===== config.mk =====
export PLATFORM = sky130hd
export DESIGN_NAME = vpic_top
export DESIGN_NICKNAME = d
export VERILOG_FILES = /design/src/rtl/vpic_pkg.sv /design/src/rtl/vpic_sample.sv /design/src/rtl/vpic_prio.sv /design/src/rtl/vpic_regs.sv /design/src/rtl/vpic_top.sv
export SDC_FILE = /design/constraint.sdc
export NUM_CORES = 1
export LEC_CHECK = 0
export CAP_MARGIN = 5
export CORE_ASPECT_RATIO = 1.25
export CORE_MARGIN = 2
export CORE_UTILIZATION = 52
export CTS_CLUSTER_DIAMETER = 60
export DETAILED_ROUTE_END_ITERATION = 7
export PLACE_DENSITY = 0.81
export REMOVE_ABC_BUFFERS = 1
export SYNTH_ARGS = -nofsm -noshare
export SYNTH_HDL_FRONTEND = slang
export SYNTH_SLANG_ARGS = --single-unit

===== constraint.sdc =====
create_clock -name clk -period 2.65 [get_ports clk]
set_input_delay 0.53 -clock clk [delete_from_list [all_inputs] [get_ports clk]]
set_output_delay 0.53 -clock clk [all_outputs]
set_load 0.01 [all_outputs]

===== src/rtl/vpic_pkg.sv =====
package vpic_pkg;
  localparam int ADDR_W    = 5;
  localparam int DATA_W    = 32;
  localparam int VEC_LSB   = 11;
  localparam int VEC_FIELD = 5;

  localparam logic [ADDR_W-1:0] OFS_CFG   = 5'h00;
  localparam logic [ADDR_W-1:0] OFS_MASK  = 5'h04;
  localparam logic [ADDR_W-1:0] OFS_INSVC = 5'h08;
  localparam logic [ADDR_W-1:0] OFS_RAW   = 5'h0C;
  localparam logic [ADDR_W-1:0] OFS_VEC   = 5'h10;

  typedef enum logic [1:0] {
    OP_NONE,
    OP_READ,
    OP_WRITE
  } bus_op_e;
endpackage


===== src/rtl/vpic_sample.sv =====
module vpic_sample #(
  parameter int NSRC = 32
) (
  input  logic            clk,
  input  logic            rst_n,
  input  logic [NSRC-1:0] req_in,
  output logic [NSRC-1:0] req_q
);
  genvar gi;
  generate
    for (gi = 0; gi < NSRC; gi++) begin : g_bit
      always_ff @(posedge clk or negedge rst_n) begin
        if (!rst_n) req_q[gi] <= 1'b0;
        else        req_q[gi] <= req_in[gi];
      end
    end
  endgenerate
endmodule


===== src/rtl/vpic_prio.sv =====
module vpic_prio #(
  parameter int NSRC  = 32,
  parameter int IDX_W = (NSRC > 1) ? $clog2(NSRC) : 1
) (
  input  logic [NSRC-1:0]  elig,
  output logic             any,
  output logic [IDX_W-1:0] idx
);
  always_comb begin
    any = 1'b0;
    idx = '0;
    for (int i = 0; i < NSRC; i++) begin
      if (elig[i]) begin
        any = 1'b1;
        idx = IDX_W'(i);
      end
    end
  end
endmodule


===== src/rtl/vpic_regs.sv =====
module vpic_regs
  import vpic_pkg::*;
#(
  parameter int NSRC  = 32,
  parameter int IDX_W = (NSRC > 1) ? $clog2(NSRC) : 1
) (
  input  logic              clk,
  input  logic              rst_n,
  input  logic              bus_sel,
  input  logic              bus_wr,
  input  logic [ADDR_W-1:0] bus_addr,
  input  logic [DATA_W-1:0] bus_wdata,
  output logic [DATA_W-1:0] bus_rdata,
  input  logic [NSRC-1:0]   req_q,
  output logic [NSRC-1:0]   elig,
  input  logic              win_any,
  input  logic [IDX_W-1:0]  win_idx,
  output logic              irq
);
  logic              cfg_en_q;
  logic [NSRC-1:0]   mask_q;
  logic [NSRC-1:0]   insvc_q;
  logic [IDX_W-1:0]  vec_q;
  logic [NSRC-1:0]   win_oh;
  logic [VEC_FIELD-1:0] vec_ext;
  bus_op_e           op;
  logic              ack;
  logic              eoi;

  always_comb begin
    if (!bus_sel)    op = OP_NONE;
    else if (bus_wr) op = OP_WRITE;
    else             op = OP_READ;
  end

  assign ack = (op == OP_WRITE) && (bus_addr == OFS_VEC) && bus_wdata[0];
  assign eoi = (op == OP_WRITE) && (bus_addr == OFS_INSVC);

  assign elig = req_q & mask_q & ~insvc_q;
  assign irq  = cfg_en_q & win_any;

  always_comb begin
    win_oh = '0;
    win_oh[win_idx] = 1'b1;
  end

  always_ff @(posedge clk or negedge rst_n) begin
    if (!rst_n) begin
      cfg_en_q <= 1'b0;
      mask_q   <= '0;
      insvc_q  <= '0;
      vec_q    <= '0;
    end else begin
      if (op == OP_WRITE && bus_addr == OFS_CFG)  cfg_en_q <= bus_wdata[0];
      if (op == OP_WRITE && bus_addr == OFS_MASK) mask_q   <= bus_wdata[NSRC-1:0];
      if (eoi) insvc_q <= insvc_q & ~bus_wdata[NSRC-1:0];
      if (ack) begin
        if (win_any) begin
          vec_q   <= win_idx;
          insvc_q <= insvc_q | win_oh;
        end else begin
          vec_q   <= '0;
        end
      end
    end
  end

  assign vec_ext = VEC_FIELD'(vec_q);

  always_comb begin
    bus_rdata = '0;
    if (op == OP_READ) begin
      case (bus_addr)
        OFS_CFG:   bus_rdata = {{(DATA_W-1){1'b0}}, cfg_en_q};
        OFS_MASK:  bus_rdata = DATA_W'(mask_q);
        OFS_INSVC: bus_rdata = DATA_W'(insvc_q);
        OFS_RAW:   bus_rdata = DATA_W'(req_q);
        OFS_VEC:   bus_rdata = DATA_W'({vec_ext, {VEC_LSB{1'b0}}});
        default:   bus_rdata = '0;
      endcase
    end
  end

  a_r2_masked_never_wins: assert property (@(posedge clk) disable iff (!rst_n)
    win_any |-> mask_q[win_idx]);

  a_r8_busy_never_wins: assert property (@(posedge clk) disable iff (!rst_n)
    win_any |-> !insvc_q[win_idx]);

  a_r4_ack_marks_one: assert property (@(posedge clk) disable iff (!rst_n)
    (ack && win_any) |=> $countones(insvc_q) == $past($countones(insvc_q)) + 1);

  a_r6_err_vec_zero: assert property (@(posedge clk) disable iff (!rst_n)
    (ack && !win_any) |=> (vec_q == '0) && $stable(insvc_q));

  a_r5_vec_holds: assert property (@(posedge clk) disable iff (!rst_n)
    !ack |=> $stable(vec_q));

  a_r7_no_set_without_ack: assert property (@(posedge clk) disable iff (!rst_n)
    !ack |=> (insvc_q & ~$past(insvc_q)) == '0);
endmodule


===== src/rtl/vpic_top.sv =====
module vpic_top
  import vpic_pkg::*;
#(
  parameter int NSRC = 32
) (
  input  logic              clk,
  input  logic              rst_n,
  input  logic [NSRC-1:0]   src_req,
  input  logic              bus_sel,
  input  logic              bus_wr,
  input  logic [ADDR_W-1:0] bus_addr,
  input  logic [DATA_W-1:0] bus_wdata,
  output logic [DATA_W-1:0] bus_rdata,
  output logic              irq
);
  localparam int IDX_W = (NSRC > 1) ? $clog2(NSRC) : 1;

  logic [NSRC-1:0]  req_q;
  logic [NSRC-1:0]  elig;
  logic             win_any;
  logic [IDX_W-1:0] win_idx;

  vpic_sample #(.NSRC(NSRC)) u_sample (
    .clk(clk), .rst_n(rst_n), .req_in(src_req), .req_q(req_q)
  );

  vpic_prio #(.NSRC(NSRC), .IDX_W(IDX_W)) u_prio (
    .elig(elig), .any(win_any), .idx(win_idx)
  );

  vpic_regs #(.NSRC(NSRC), .IDX_W(IDX_W)) u_regs (
    .clk(clk), .rst_n(rst_n),
    .bus_sel(bus_sel), .bus_wr(bus_wr), .bus_addr(bus_addr),
    .bus_wdata(bus_wdata), .bus_rdata(bus_rdata),
    .req_q(req_q), .elig(elig),
    .win_any(win_any), .win_idx(win_idx), .irq(irq)
  );

  a_r9_irq_needs_request: assert property (@(posedge clk) disable iff (!rst_n)
    irq |-> (req_q != '0));
endmodule


==> reports/summary.txt, run 1 <==
Routability-driven placement congestion ratio - 0.8931
Clock power share - 34.4%
ANT nets after route - 0
Simple-Gate Fraction of Synth Area - 19.82%
Synth warn - 0
Initial core utilization - 53.48%
Ratio of cells with drive above 1 in the final layout - 26.22%
Mapped cell area - 0.005139 sq mm
Synth Area in Compound Gates - 16.07%
Req. time, crit path - 2120 ps
Total number of vias - 4832
Clock Root Buffer - clkbuf_16
Leak - 0.003310 uW
Vias in the first global route - 5122
XOR/XNOR Fraction of Synth Area - 0%
Worst R2R Path Depth - 8
Post-synth EDFFs - 0
Peak supply drop - 0.0004283 V
Seq cells post-synth - 102
RSZ-0062 raised after global routing - true
Failing checks - negative setup slack
Min Tclk post-route - 2673 ps
Crit-path cells - and3b_1, or4b_4, nor2_4, nand4_1, and2_1, buf_2
Slew Viols, Final - 0
Fmax - 374.1 MHz
Residual DRC - 0
Die height - 115.1 um
Vias per cell - 6.333
Mux share of post-synthesis cell area - 11.83%
First-pass DRT Iterations - 5
Core ar. - 0.009609 sq mm
CP startpoint kind - register
Register area - 0.002552 sq mm
First-pass GRT wire length - 25.25 mm
CTS tree - done
CTS Buffer Depth - 2
Clk slew on worst S/H paths - 70 ps
Netlist cell types - 54
Initial antenna violation count - 0
Htree depth - 3
Dpl hpwl - 10.64 mm
Fill count - 658
CP max FO - 2
WS Path Type - register to output port
Syn Area/Cell - 10.77 sq um
FP Rows - 40
Worst skew pair latency - 350 ps
CTS buffer count - 9
Worst slew pin tran - 533.0 ps
Sequential share of power - 40.5%
Post-synthesis sequential area ratio - 49.67%
Logic pwr share - 25.1%
Final nets - 705
GRT Total Usage - 30.80%
Tcrit/Tclk final - 100.9%
Ant diodes - 0
Max Cap Violations - 0
Total power - 4338 uW
Initial DRC Count - 543
Cell Int Power - 3083 uW
Final WS setup - -23.10 ps
Synth Flop Type - dfrtp_1
Sw Pwr - 1255 uW
Worst hold path type - input port to async pin
Final hold vios - 0
Synth Area in Adders - 0%
Pin count of the biggest net entering global routing - 103
Wire length per cell - 21.30 um
Num ports - 106
IO buf count - 105
Largest family of logic cells by synthesized area - simple AND/OR/NAND/NOR gates
Slew HR - 64.46%
Max incr delay on CP - 570 ps
Clk_skew - 6.951 ps
Crit path DAT - 2140 ps
Status - finished, violations left
Die W - 92.92 um
Gr ovfl total - 0
WL final - 16.25 mm
P per Cell Area - 601.7 mW/mm^2
Critical Path Sink Type - output port
Clock sinks - 102
Area of the multi-input gates - 0.002527 sq mm
Switching Fraction - 28.93%
Mapped Cells - 477
Die area - 0.01070 sq mm
Final setup violation count - 2
Crit path max-delay cell type - or4b_4
Ys async rst share - 100.0%
Setup WS pre-CTS - -497.2 ps
Layout area overhead - 40.30%
[metal layers]
layer,track usage [%],routed length [um]
met1,35.20,5936
met2,55.41,8727
met3,3.932,1064
met4,17.65,523
met5,0,0
[final timing paths]
path,startpoint,to,slack (ps)
setup / recovery,u_regs.insvc_q[24],irq,-20
setup reg to reg,u_regs.insvc_q[11],u_regs.insvc_q[21],0
hold / removal,rst_n,u_sample.req_q[4],240
min in group clk,u_regs.vec_ext[4],u_regs.vec_ext[4],510
max in group asynchronous,rst_n,u_regs.insvc_q[17],2010
hold reg to reg,u_regs.vec_ext[4],u_regs.vec_ext[4],510
[power by group through the flow]
| stage | Clock, uW | Sequential [uW] | Combinational (uW) |
|---|---|---|---|
| 6_report | 1490 | 1760 | 1090 |
| 5_1_grt | 1570 | 1770 | 1150 |
| 4_1_cts | 1500 | 1750 | 1030 |
| 3_5_place_dp | 0 | 1780 | 982 |
| 3_3_place_gp | 0 | 1770 | 959 |
| 2_1_floorplan | 0 | 1750 | 479 |
[critical path: cells and delay by family (launching register included)]
family                 cells  cell delay, ps
and+or+nand+nor            5            1300
buffers and inverters      1             130
DFF                        1             370
[placed cells by master, fill, tap and decap left out, types with 9 or more instances in the layout]
cell / Yosys / routed
dlygate4sd2_1: 0 / 25
a22oi_1: 26 / 21
buf_4: 1 / 55
a31oi_1: 24 / 24
a21oi_1: 29 / 29
nand3b_1: 27 / 27
nand2_1: 33 / 33
and3b_1: 9 / 9
clkbuf_16: 0 / 9
clkdlybuf4s50_1: 0 / 66
dfrtp_1: 102 / 102
nor2_1: 45 / 45
mux2_2: 54 / 54
[cells by family (layout without fill, tap and decap cells)]
| logic type | count (synthesis) | in the layout |
|---|---|---|
| DFF | 102 | 102 |
| and+or+nand+nor | 169 | 169 |
| muxes | 54 | 54 |
| AOI/OAI and AO/OA | 121 | 121 |
| buffers and inverters | 31 | 191 |
[layout make-up]
cell class / count / area share, %
Tap cell: 126 / 2.187
Timing Repair Buffer: 170 / 22.34
Clock inverter: 4 / 1.059
Sequential cell: 102 / 35.40
Inverter: 5 / 0.2603
Multi-Input combinational cell: 344 / 35.06
Clock buffer: 12 / 3.697
[synthesized netlist by cell type (all sizes together) (9+ instances only)]
| master | count | share of area [%] |
|---|---|---|
| dfrtp | 102 | 50 |
| mux2 | 54 | 12 |
| nor2 | 46 | 3.4 |
| nand2 | 33 | 2.4 |
| a21oi | 29 | 2.8 |
| nand3b | 27 | 3.9 |
| a22oi | 26 | 3.8 |
| a31oi | 24 | 2.9 |
| clkbuf | 16 | 1.2 |
| o21ai | 11 | 1.1 |
| buf | 10 | 1.1 |
| and3b | 9 | 1.5 |
[sequential cells by signal (all words and copies together), names as in the netlist]
name and count:
u_regs.vec_ext 5, u_sample.req_q 32, u_regs.insvc_q 32, u_regs.mask_q 32, u_regs.cfg_en_q 1
[timing repair]
item,4_1_cts,5_1_grt
buffers inserted,11,3
pin swaps,11,10
gates cloned,2,0
gates resized for setup,62,17
hold buffers,0,0
setup endpoints to repair,44,48
[through the flow]
step	hold WS [ps]	util [%]	setup TNS, ps	instances	area, sq um
finish	242.1	75.03	-23.54	763	7209
global route	274.8	75.03	-183.3	763	7209
CTS	266.4	74.17	-390.9	760	7127
detailed placement	502.6	69.31	-19370	731	6660
global placement	498.6	69.31	-15540	731	6660
floorplan	234.4	-	0	451	5024
Power figures use the tool's default switching activity.
==> inputs of run 2 (changes only) <==
--- a/config.mk
+++ b/config.mk
@@ -8,10 +8,11 @@
 export CAP_MARGIN = 5
 export CORE_ASPECT_RATIO = 1.25
 export CORE_MARGIN = 2
-export CORE_UTILIZATION = 52
+export CORE_UTILIZATION = 40
 export CTS_CLUSTER_DIAMETER = 60
+export CTS_CLUSTER_SIZE = 10
 export DETAILED_ROUTE_END_ITERATION = 7
-export PLACE_DENSITY = 0.81
+export RECOVER_POWER = 25
 export REMOVE_ABC_BUFFERS = 1
 export SYNTH_ARGS = -nofsm -noshare
 export SYNTH_HDL_FRONTEND = slang
==> run 2 against run 1 <==
  * The flow still finishes with violations (negative setup slack)
  * Final area is 0.82% lower
  * First-iteration DRC count is 54% lower
  * Clock power is 11% lower
  * Hold slack better by 150 ps
  * Largest cell class unchanged
  * Highest routed layer unchanged
==> reports/summary.txt, run 2 (synthesis gave the netlist of run 1 again) <==
Final WS setup - -12.66 ps
Req. time, crit path - 2120 ps
Max Cap Violations - 0
Fmax - 375.6 MHz
Die area - 0.01377 sq mm
DP Area - 0.006783 sq mm
Failing checks - negative setup slack
Area of the multi-input gates - 0.002512 sq mm
Clock sinks - 102
Wire length per cell - 19.64 um
Critical Path Sink Type - output port
Leak - 0.003232 uW
CP startpoint kind - register
WS Path Type - register to output port
Ant diodes - 0
Worst R2R Path Depth - 8
Die W - 105.4 um
Crit path DAT - 2130 ps
Final nets - 706
Htree depth - 3
Initial core utilization - 40.77%
Vias in the first global route - 4680
Worst hold path type - input port to async pin
Buf/Inv on CP - 1
Critical path depth - 6
Layout area overhead - 39.15%
Clk slew on worst S/H paths - 80 ps
CTS Buffer Depth - 2
Crit-path cells - and3b_2, or4b_4, nor2_4, nand4_1, and2_1, buf_2
Gr ovfl total - 0
Worst skew pair latency - 350 ps
CTS buffer count - 9
CP max FO - 2
First-pass GRT wire length - 24.57 mm
Final hold vios - 0
Final setup violation count - 1
Status - finished, violations left
Final hold slack - 389.1 ps
Ratio of cells with drive above 1 in the final layout - 26.02%
Slew Viols, Final - 0
Most frequent cells in the layout - dfrtp_1 (102), buf_4 (56), mux2_2 (54)
Tcrit/Tclk final - 100.5%
Peak supply drop - 0.0002937 V
Residual DRC - 0
CTS tree - done
Register area - 0.002552 sq mm
Crit-path leading delay family - simple AND/OR/NAND/NOR gates
P per Cell Area - 581.1 mW/mm^2
Final instance area - 0.007151 sq mm
First-pass DRT Iterations - 7
Commonest non-fill, non-tap cell in the layout - dfrtp_1
Setup WS pre-CTS - -562.1 ps
Pin count of the biggest net entering global routing - 48
IO buf count - 105
Slew HR - 21.10%
Num ports - 106
Total number of vias - 4593
Crit path max-delay cell type - or4b_4
Clk_skew - 11.72 ps
Initial antenna violation count - 0
Clock Root Buffer - clkbuf_16
Initial DRC Count - 250
Core ar. - 0.01260 sq mm
ANT nets after route - 0
Max incr delay on CP - 550 ps
Top flop regs - u_regs.insvc_q (32), u_regs.mask_q (32), u_sample.req_q (32)
WL final - 15.83 mm
Fill count - 1142
Worst slew pin tran - 1183 ps
Die height - 130.7 um
FP Rows - 46
Min Tclk post-route - 2663 ps
GRT Total Usage - 23.30%
Dpl hpwl - 11.47 mm
Vias per cell - 5.699
Setup TNS - -12.66 ps
RSZ-0062 raised after global routing - true
Routability-driven placement congestion ratio - 0.9004
==> run 2: power by group <==
group	leakage (uW)	total, uW	switching [uW]	internal [uW]
Sequential	0.00132	1760	87.0	1670
Clock	0.000142	1330	597	734
Combinational	0.00177	1070	571	498
==> run 2: worst reg2reg max path: cells and delay by family (launching register included) <==
kind	cells	cell delay [ps]
AOI/OAI and AO/OA	3	650
buffers and inverters	2	340
DFF	1	370
and+or+nand+nor	3	1200
==> run 2: cell type report <==
cell class,instances,share of cell area (%)
well taps,168,2.940
inverters,5,0.2625
flip-flops and latches,102,35.70
clock buffers,9,3.150
clock inverters,7,1.015
repair buffers,171,21.80
multi-input cells,344,35.14
==> run 2: metrics by stage <==
stage	instances	util [%]	power (uW)
finish	806	56.73	4155
global route	806	56.73	4334
CTS	800	56.12	4126
detailed placement	779	53.81	2782
global placement	779	53.81	2767
floorplan	451	-	2232
==> run 2: path summary, 6_finish.rpt <==
| check | slack (ps) | end | start |
|---|---|---|---|
| worst min register to register | 530 | u_regs.vec_ext[4] | u_regs.vec_ext[4] |
| worst max register to register | 40 | u_regs.insvc_q[5] | u_regs.mask_q[27] |
| max in group asynchronous | 490 | u_regs.insvc_q[22] | rst_n |
| worst min-delay path | 390 | u_regs.mask_q[4] | rst_n |
| worst max-delay path | -10 | irq | u_regs.mask_q[27] |
| min in group clk | 530 | u_regs.vec_ext[4] | u_regs.vec_ext[4] |
==> run 2: repair_timing <==
item | CTS | global route
setup buffers | 5 | 6
gates resized for setup | 65 | 11
hold buffers | 0 | 0
endpoints found under the setup margin | 47 | 16
gates cloned | 0 | 0
pin swaps | 11 | 4
==> run 2: metal layers <==
| layer | up-vias | global-route usage, % | share of wire, % |
|---|---|---|---|
| li1 | 2106 | - | - |
| met4 | 0 | 8.000 | 2.0 |
| met3 | 25 | 3.571 | 4.3 |
| met5 | - | 0 | 0 |
| met1 | 2331 | 28.04 | 41 |
| met2 | 131 | 42.62 | 52 |
==> inputs of run 3 (changes only) <==
--- a/config.mk
+++ b/config.mk
@@ -6,14 +6,18 @@
 export NUM_CORES = 1
 export LEC_CHECK = 0
 export CAP_MARGIN = 5
+export CELL_PAD_IN_SITES_DETAIL_PLACEMENT = 0
+export CELL_PAD_IN_SITES_GLOBAL_PLACEMENT = 1
 export CORE_ASPECT_RATIO = 1.25
 export CORE_MARGIN = 2
 export CORE_UTILIZATION = 40
 export CTS_CLUSTER_DIAMETER = 60
 export CTS_CLUSTER_SIZE = 10
 export DETAILED_ROUTE_END_ITERATION = 7
+export PLACE_DENSITY_LB_ADDON = 0.1
 export RECOVER_POWER = 25
 export REMOVE_ABC_BUFFERS = 1
+export SLEW_MARGIN = 20
 export SYNTH_ARGS = -nofsm -noshare
 export SYNTH_HDL_FRONTEND = slang
 export SYNTH_SLANG_ARGS = --single-unit
==> run 3 against run 2 <==
  * The flow now finishes without violations
  * Routed wire length is 2.2% lower
  * Worst setup slack better by 34 ps
  * Critical endpoint unchanged
  * Clock-buffer cell count is 1 higher
  * Maximum frequency is 1.3% higher
  * Critical path type unchanged
  * Global-route usage is 0.43 points higher
==> reports/summary.txt, run 3 (synthesis gave the netlist of run 1 again) <==
Status - finished clean
Fmax - 380.5 MHz
Critical Path Sink Type - output port
CTS buffer count - 9
RSZ-0062 raised after global routing - true
Core ar. - 0.01260 sq mm
Commonest non-fill, non-tap cell in the layout - dfrtp_1
Vias per cell - 5.572
Layout area overhead - 39.86%
Htree depth - 3
Worst slew pin tran - 1290 ps
CP max FO - 3
First-pass DRT Iterations - 5
Slew Viols, Final - 0
Pin count of the biggest net entering global routing - 53
Top flop regs - u_regs.insvc_q (32), u_regs.mask_q (32), u_sample.req_q (32)
Crit-path cells - and3b_1, or4b_4, nor2_4, nand4_1, and2_1, buf_2
Fin util - 57.02%
Initial DRC Count - 183
Register area - 0.002552 sq mm
Final setup violation count - 0
Clock Root Buffer - clkbuf_16
GRT Total Usage - 23.73%
Num ports - 106
Vias in the first global route - 4707
Most frequent cells in the layout - dfrtp_1 (102), mux2_2 (54), buf_4 (52)
P per Cell Area - 614.4 mW/mm^2
Clock sinks - 102
Initial antenna violation count - 0
WL final - 15.49 mm
CP startpoint kind - register
Final hold vios - 0
Wire length per cell - 19.32 um
Residual DRC - 0
Max Cap Violations - 0
CTS Buffer Depth - 2
FP Rows - 46
Min Tclk post-route - 2628 ps
Dpl hpwl - 11.66 mm
Total number of vias - 4469
Slew HR - 14.02%
Die height - 130.7 um
Crit path DAT - 2100 ps
Gr ovfl total - 0
Max incr delay on CP - 560 ps
Final WS setup - 21.82 ps
Clk slew on worst S/H paths - 70 ps
Final nets - 702
CTS tree - done
Clk_skew - 9.270 ps
WS Path Type - register to output port
IO buf count - 105
Die area - 0.01377 sq mm
First-pass GRT wire length - 25.07 mm
Peak supply drop - 0.0003524 V
Tcrit/Tclk final - 99.18%
Crit path max-delay cell type - or4b_4
Ant diodes - 0
Req. time, crit path - 2120 ps
Crit-path leading delay family - simple AND/OR/NAND/NOR gates
Ratio of cells with drive above 1 in the final layout - 25.39%
ANT nets after route - 0
Initial core utilization - 40.77%
Leak - 0.003251 uW
Total power - 4415 uW
Setup WS pre-CTS - -634.2 ps
Routability-driven placement congestion ratio - 0.9006
Fill count - 1118
Final hold slack - 436.7 ps
Area of the multi-input gates - 0.002514 sq mm
Die W - 105.4 um
Buf/Inv on CP - 1
Worst hold path type - input port to async pin
Worst skew pair latency - 360 ps
Hold_buf cts - 0
run 3: worst paths after layout:
check,depth (start not counted),slack (ps),end,from
worst max-delay path,6,20,irq,u_sample.req_q[24]
worst min-delay path,1,440,u_sample.req_q[4],rst_n
worst max register to register,8,100,u_regs.insvc_q[4],u_sample.req_q[24]
worst min register to register,1,530,u_regs.insvc_q[1],u_regs.insvc_q[1]
max in group asynchronous,2,760,u_sample.req_q[16],rst_n
min in group clk,1,530,u_regs.insvc_q[1],u_regs.insvc_q[1]
run 3: stage by stage:
| stage | area [sq um] | std cells | TNS [ps] |
|---|---|---|---|
| 2_1_floorplan | 5024 | 451 | 0 |
| 6_report | 7187 | 802 | 0 |
| 3_5_place_dp | 6773 | 779 | -32700 |
| 5_1_grt | 7187 | 802 | -280.5 |
| 4_1_cts | 7174 | 802 | 0 |
| 3_3_place_gp | 6773 | 779 | -29390 |
run 3: worst reg2reg max path: stages, from the launching register on:
cell       delay, ps
dfrtp_1          400
and3b_1          190
or4b_4           560
buf_4            160
a2111oi_1        340
a211oi_1         170
nor4b_4          390
a31oi_1          130
a21oi_1          130
run 3: report_power, final:
part / leakage [uW] / switching (uW) / total, uW / internal [uW]
logic: 0.00175 / 549 / 1030 / 477
clock network: 0.000179 / 595 / 1640 / 1040
registers: 0.00132 / 84.6 / 1750 / 1670
total: 0.00325 / 1230 / 4420 / 3190
run 3: layout make-up:
class,count,area share (%)
clock buffer,10,3.325
clock inverter,6,1.845
inverter,5,0.2611
multi-input combinational,344,34.98
sequential,102,35.52
tap,168,2.925
timing repair buffer,167,21.15
run 3: per-layer routing:
| metal | part of all wire [%] | vias up | track usage, % |
|---|---|---|---|
| met3 | 3.3 | 15 | 3.026 |
| li1 | - | 2093 | - |
| met2 | 53 | 105 | 43.57 |
| met4 | 1.7 | 0 | 8.706 |
| met1 | 42 | 2256 | 28.59 |
| met5 | 0 | - | 0 |
run 3: repair_timing:
action	4_1_cts	5_1_grt
setup endpoints to repair	54	21
pin swaps	13	3
buffers inserted	7	0
gates resized for setup	72	6
endpoints found under the hold margin	0	0
